File: config.mk
export PLATFORM = sky130hd
export DESIGN_NAME = panel_wr_seq
export DESIGN_NICKNAME = d
export VERILOG_FILES = /design/src/rtl/pws_pkg.sv /design/src/rtl/pws_seg_timer.sv /design/src/rtl/pws_pix_counter.sv /design/src/rtl/pws_irq_flag.sv /design/src/rtl/panel_wr_seq.sv
export SDC_FILE = /design/constraint.sdc
export NUM_CORES = 1
export LEC_CHECK = 0
export BUFFER_PORTS_ARGS = -buffer_cell sky130_fd_sc_hd__buf_4
export CAP_MARGIN = 40
export CELL_PAD_IN_SITES_DETAIL_PLACEMENT = 2
export CELL_PAD_IN_SITES_GLOBAL_PLACEMENT = 2
export CORE_ASPECT_RATIO = 1.5
export CORE_UTILIZATION = 30
export CTS_CLUSTER_SIZE = 12
export DETAILED_ROUTE_END_ITERATION = 8
export GPL_TIMING_DRIVEN = 0
export HOLD_SLACK_MARGIN = 0.12
export PLACE_DENSITY = 0.78
export SLEW_MARGIN = 5
export SYNTH_ARGS = -nofsm -noshare
export SYNTH_HDL_FRONTEND = slang
export SYNTH_SLANG_ARGS = --single-unit
File: constraint.sdc
create_clock -name clk -period 4.3 [get_ports clk]
set_input_delay 0.43 -clock clk [delete_from_list [all_inputs] [get_ports clk]]
set_output_delay 0.43 -clock clk [all_outputs]
set_load 0.02 [all_outputs]
File: src/rtl/pws_pkg.sv
package pws_pkg;

  localparam int FLD_W = 4;

  typedef enum logic [2:0] {
    PH_IDLE,
    PH_WAIT,
    PH_CSS,
    PH_WRS,
    PH_ACT,
    PH_HLD
  } phase_e;

  typedef struct packed {
    logic [FLD_W-1:0] css;
    logic [FLD_W-1:0] wrs;
    logic [FLD_W-1:0] act;
    logic [FLD_W-1:0] hld;
  } cyc_cfg_t;

  // Field positions: 19:16 cs setup, 15:12 wr setup, 11:8 active, 7:4 hold
  function automatic cyc_cfg_t unpack_cfg(input logic [19:4] w);
    cyc_cfg_t c;
    c.css = w[19:16];
    c.wrs = w[15:12];
    c.act = w[11:8];
    c.hld = w[7:4];
    return c;
  endfunction

  // Strobe phase always lasts at least one cycle
  function automatic logic [FLD_W-1:0] strobe_len(input logic [FLD_W-1:0] a);
    return (a == '0) ? FLD_W'(1) : a;
  endfunction

  // Next segment after p; PH_WAIT marks the end of a pixel write
  function automatic phase_e step_after(input phase_e p, input cyc_cfg_t c);
    phase_e n;
    case (p)
      PH_WAIT: n = (c.css != '0) ? PH_CSS : ((c.wrs != '0) ? PH_WRS : PH_ACT);
      PH_CSS:  n = (c.wrs != '0) ? PH_WRS : PH_ACT;
      PH_WRS:  n = PH_ACT;
      PH_ACT:  n = (c.hld != '0) ? PH_HLD : PH_WAIT;
      default: n = PH_WAIT;
    endcase
    return n;
  endfunction

  // Down-counter preload for a segment (length minus one)
  function automatic logic [FLD_W-1:0] seg_preload(input phase_e p, input cyc_cfg_t c);
    logic [FLD_W-1:0] v;
    case (p)
      PH_CSS:  v = c.css - 1'b1;
      PH_WRS:  v = c.wrs - 1'b1;
      PH_ACT:  v = strobe_len(c.act) - 1'b1;
      PH_HLD:  v = c.hld - 1'b1;
      default: v = '0;
    endcase
    return v;
  endfunction

endpackage

File: src/rtl/pws_seg_timer.sv
module pws_seg_timer #(
  parameter int W = 4
) (
  input  logic         clk,
  input  logic         rst_n,
  input  logic         load,
  input  logic [W-1:0] load_val,
  output logic         done
);
  logic [W-1:0] cnt_q;

  always_ff @(posedge clk or negedge rst_n) begin
    if (!rst_n)              cnt_q <= '0;
    else if (load)           cnt_q <= load_val;
    else if (cnt_q != '0)    cnt_q <= cnt_q - 1'b1;
  end

  assign done = (cnt_q == '0);
endmodule

File: src/rtl/pws_pix_counter.sv
module pws_pix_counter #(
  parameter int CNT_W = 16
) (
  input  logic             clk,
  input  logic             rst_n,
  input  logic             clear,
  input  logic             inc,
  input  logic [CNT_W-1:0] len,
  output logic [CNT_W-1:0] cnt,
  output logic             last
);
  // Length zero falls through as a single-pixel frame
  function automatic logic reached_end(input logic [CNT_W-1:0] c,
                                       input logic [CNT_W-1:0] l);
    return ({1'b0, c} + 1'b1) >= {1'b0, l};
  endfunction

  always_ff @(posedge clk or negedge rst_n) begin
    if (!rst_n)     cnt <= '0;
    else if (clear) cnt <= '0;
    else if (inc)   cnt <= cnt + 1'b1;
  end

  assign last = reached_end(cnt, len);
endmodule

File: src/rtl/pws_irq_flag.sv
module pws_irq_flag (
  input  logic clk,
  input  logic rst_n,
  input  logic set,
  input  logic clr,
  output logic flag
);
  always_ff @(posedge clk or negedge rst_n) begin
    if (!rst_n)   flag <= 1'b0;
    else if (set) flag <= 1'b1;
    else if (clr) flag <= 1'b0;
  end
endmodule

File: src/rtl/panel_wr_seq.sv
module panel_wr_seq
  import pws_pkg::*;
#(
  parameter int DATA_W = 16,
  parameter int CNT_W  = 16
) (
  input  logic              clk,
  input  logic              rst_n,
  input  logic [19:0]       bus_cfg,
  input  logic [1:0]        trig_ctl,
  input  logic [CNT_W-1:0]  frame_len,
  input  logic              irq_clr,
  input  logic              pix_valid,
  input  logic [DATA_W-1:0] pix_data,
  output logic              pix_ready,
  output logic              bus_cs_n,
  output logic              bus_wr_n,
  output logic [DATA_W-1:0] bus_data,
  output logic              busy,
  output logic              irq
);
  phase_e            phase_q, phase_d, step;
  cyc_cfg_t          cfg_q;
  logic [CNT_W-1:0]  len_q;
  logic [CNT_W-1:0]  pix_cnt;
  logic [FLD_W-1:0]  tmr_val;
  logic              tmr_load, tmr_done, last_pix;
  logic              bus_en, mode_sel, trig_cmd;
  logic              frame_start, accept, timed, seg_end, pix_done, frame_end;
  logic [2:0]        cfg_bits_unused;

  assign bus_en          = bus_cfg[0];
  assign mode_sel        = trig_ctl[0];
  assign trig_cmd        = trig_ctl[1];
  assign cfg_bits_unused = bus_cfg[3:1];

  // Named events
  assign frame_start = (phase_q == PH_IDLE) && trig_cmd && mode_sel && bus_en;
  assign pix_ready   = (phase_q == PH_WAIT);
  assign accept      = pix_valid && pix_ready;
  assign timed       = (phase_q == PH_CSS) || (phase_q == PH_WRS) ||
                       (phase_q == PH_ACT) || (phase_q == PH_HLD);
  assign step        = step_after(phase_q, cfg_q);
  assign seg_end     = timed && tmr_done;
  assign pix_done    = seg_end && (step == PH_WAIT);
  assign frame_end   = pix_done && last_pix;

  always_comb begin
    phase_d = phase_q;
    case (phase_q)
      PH_IDLE: if (frame_start) phase_d = PH_WAIT;
      PH_WAIT: if (accept)      phase_d = step;
      default: if (seg_end)     phase_d = pix_done ? (last_pix ? PH_IDLE : PH_WAIT) : step;
    endcase
  end

  assign tmr_load = (phase_d != phase_q);
  assign tmr_val  = seg_preload(phase_d, cfg_q);

  always_ff @(posedge clk or negedge rst_n) begin
    if (!rst_n) begin
      phase_q  <= PH_IDLE;
      cfg_q    <= '0;
      len_q    <= '0;
      bus_data <= '0;
    end else begin
      phase_q <= phase_d;
      if (frame_start) begin
        cfg_q <= unpack_cfg(bus_cfg[19:4]);
        len_q <= frame_len;
      end
      if (accept) bus_data <= pix_data;
    end
  end

  pws_seg_timer #(.W(FLD_W)) seg_tmr_i (
    .clk      (clk),
    .rst_n    (rst_n),
    .load     (tmr_load),
    .load_val (tmr_val),
    .done     (tmr_done)
  );

  pws_pix_counter #(.CNT_W(CNT_W)) pix_ctr_i (
    .clk   (clk),
    .rst_n (rst_n),
    .clear (frame_start),
    .inc   (pix_done),
    .len   (len_q),
    .cnt   (pix_cnt),
    .last  (last_pix)
  );

  pws_irq_flag irq_i (
    .clk   (clk),
    .rst_n (rst_n),
    .set   (frame_end),
    .clr   (irq_clr),
    .flag  (irq)
  );

  assign bus_cs_n = !timed;
  assign bus_wr_n = (phase_q != PH_ACT);
  assign busy     = (phase_q != PH_IDLE);

  // Strobe only inside chip select
  assert_wr_in_cs_R4: assert property (@(posedge clk) disable iff (!rst_n)
    !bus_wr_n |-> !bus_cs_n);

  // Waiting for a pixel keeps the bus released
  assert_ready_cs_high_R6: assert property (@(posedge clk) disable iff (!rst_n)
    pix_ready |-> bus_cs_n);

  // A write cycle opens only after a handshake
  assert_cs_follows_accept_R6: assert property (@(posedge clk) disable iff (!rst_n)
    $fell(bus_cs_n) |-> $past(pix_valid && pix_ready));

  // Pixel count never rewinds inside a frame
  assert_no_restart_R9: assert property (@(posedge clk) disable iff (!rst_n)
    busy |=> (pix_cnt >= $past(pix_cnt)));

  // Interrupt pending follows the last write
  assert_irq_after_end_R8: assert property (@(posedge clk) disable iff (!rst_n)
    frame_end |=> (irq && !busy));
endmodule

==> results.txt <==
Iteration-0 DRC Markers: 77
Final Hold Fails: 0
CTS clk-pin slew, worst paths: 60 ps
Cell variety after synth: 61
DIE AREA: 14,200 um2
Ys async rst share: 100%
Core Rows: 52
Period utilization: 96.2%
CTS Buf Count: 9
Via density: 5.18
Pwr dens: 653 nW/um2
# setup viols final: 0
H-tree depth: 3
Clock Latency Late Sink: 340 ps
DRT Pass-1 Iters: 4
Root buffer cell: clkbuf_16
DPL Wire Length: 9380 um
Setup_tns: 0 ps
Fill count: 1,468
Initial Util: 30.6%
FF+latch count, synth: 72
Total wire length: 13,100 um
Post-Place Cells: 642
Grt ovf: 0
Final slew viol count: 0
Die Span Y: 145 um
Worst setup SP type: register
Cells after Synth: 404
Worst Path Class, Setup: register to register
Tightest Pin Transition: 945 ps
YS warnings: 0
Most frequent cell after synthesis: dfrtp_1
Max clock buf depth: 2
Post-Layout Cell Count: 675
Nets: 587
Area contributors post-synth: dfrtp_1 44%, mux2_2 9.3%, ha_1 6.4%
Post-synth design cell area: 4100 um2
Core ar.: 13,400 um2
Crit-path max FO: 5
Max-slew headroom: 36.8%
Synth Area per Inst: 10.2 um2
CP arrival: 4360 ps
Port bufs: 75
Max capacitance violation total: 0
Post-synth EDFFs: 0
Pin count of the biggest net entering global routing: 43
Share of cells above drive strength 1: 36.3%
Area delta synth->final: 33.0%
Vias in the first global route: 3,967
Post-Synthesis Net Count: 483
Boundary Pins: 79
Diode count: 0
Top cells by count, synth: 72 x dfrtp_1, 37 x nand2_1, 34 x mux2_2
DR DRC count: 0
Worst Skew: 9.68 ps
Initial antenna violation count: 0
GRT Total Usage: 18.5%
Main synth FF type: dfrtp_1
Die Wd: 97.5 um
R2r setup slk: 160 ps
TritonCTS clock tree: yes
Fmax: 242 MHz
GP Congestion: 0.779
Total power draw: 3560 uW
Sequential fraction of the synthesis area: 43.9%
Routed len/inst: 19.4 um
TritonCTS Sinks: 72
Min Hold Slack: 300 ps
Hold Path Class: input port to register
Synth area leader: dfrtp_1
Area share of the largest cell type after synthesis: 43.9%
Period minus WS final: 4140 ps
First-pass GRT wire length: 20,500 um
Via Count: 3,499
WP data required: 4520 ps
Status: completed
Setup crit end kind: register
Peak VDD IR: 0.000194 V
Post-DRT Antenna Nets: 0
Leakage: 0.00252 uW
==> power by group <==
part / internal [uW] / switching, uW / total [uW]
combinational: 730 / 900 / 1630
clock: 449 / 304 / 753
sequential: 967 / 212 / 1180
==> what timing repair did <==
action / CTS / global route
hold buffers: 1 / 0
setup endpoints to repair: 3 / 3
pin swaps: 1 / 14
buffers inserted: 1 / 15
hold endpoints to repair: 30 / 0
resized for setup: 12 / 15
==> cell usage in the layout, fill, tap and decap left out, types with 13 or more instances in the layout <==
cell      n
a21oi_1  13
buf_4    95
dfrtp_1  69
ha_1     19
inv_1    27
mux2_2   34
nand2_1  37
nor2_1   32
o21ai_0  29
xor2_1   19
==> registers in the layout (all words and copies together), names as in the netlist <==
signal and count:
bus_data 16, cfg_q 16, irq_i.flag 1, len_q 16
phase_q 3, pix_ctr_i.cnt 16, seg_tmr_i.cnt_q 4
==> final timing paths <==
kind,from,endpoint,depth (start not counted)
worst max register to register,pix_ctr_i.cnt[2]$_DFFE_PN0P_,seg_tmr_i.cnt_q[2]$_DFFE_PN0P_,21
min in group asynchronous,rst_n,len_q[4]$_DFFE_PN0P_,2
worst min-delay path,frame_len[15],len_q[15]$_DFFE_PN0P_,3
worst min register to register,bus_data[0]$_DFFE_PN0P_,bus_data[0]$_DFFE_PN0P_,1
worst max-delay path,pix_ctr_i.cnt[2]$_DFFE_PN0P_,seg_tmr_i.cnt_q[2]$_DFFE_PN0P_,21
max in group asynchronous,rst_n,pix_ctr_i.cnt[11]$_DFFE_PN0P_,3
==> logic make-up (layout without fill, tap and decap cells) <==
logic type	Yosys count	count (layout)	synth area share (%)
AOI/OAI and AO/OA	75	75	12.5
xor gates and xnor gates	28	28	5.98
adders and majority gates	21	21	6.41
buffers and inverters	43	152	4.51
DFF	72	72	43.9
muxes	36	36	9.82
and+or+nand+nor	129	129	16.8
==> worst max-delay path: stages, from the launching register on <==
cell       delay [ps]
dfrtp_2           430
nand3_4           120
nor2_4            130
and3_4            210
and3_4            220
and3_4            210
and3_4            200
nand3_1            90
xnor2_1           150
ha_1              330
nand3_2           120
nor4_4            230
a2bb2oi_4         120
and3_4            250
o21ai_1           230
o2111ai_4         170
o311ai_4          140
ha_2              220
inv_1              50
and4_1            150
o21ai_1           140
a21oi_1            80
==> layout make-up <==
type	instances	area (um2)	share of cell area (%)
Multi-Input combinational cell	289	2250	41.2
Sequential cell	72	1810	33.1
Timing Repair Buffer	93	721	13.2
Clock buffer	9	225	4.13
Tap cell	162	203	3.71
Inverter	28	105	1.93
Buffer	15	80.1	1.47
Clock inverter	7	70.1	1.28
==> stage by stage <==
step           setup WS (ps)  instance area (um2)  util [%]
2_1_floorplan            436                 4100         -
3_3_place_gp            -159                 4870      36.3
3_5_place_dp            -262                 4890      36.5
4_1_cts                 31.1                 5270      39.3
6_report                 163                 5460      40.7
5_1_grt                -57.6                 5460      40.7
==> metal layers <==
layer	vias up	GRT usage (%)	part of all wire [%]
met4	0	5.22	2.4
met5	-	0	0
li1	1628	-	-
met1	1801	19.5	37
met3	17	2.99	2.4
met2	53	36.5	58
Note: power is estimated with default switching activity, not from simulation.
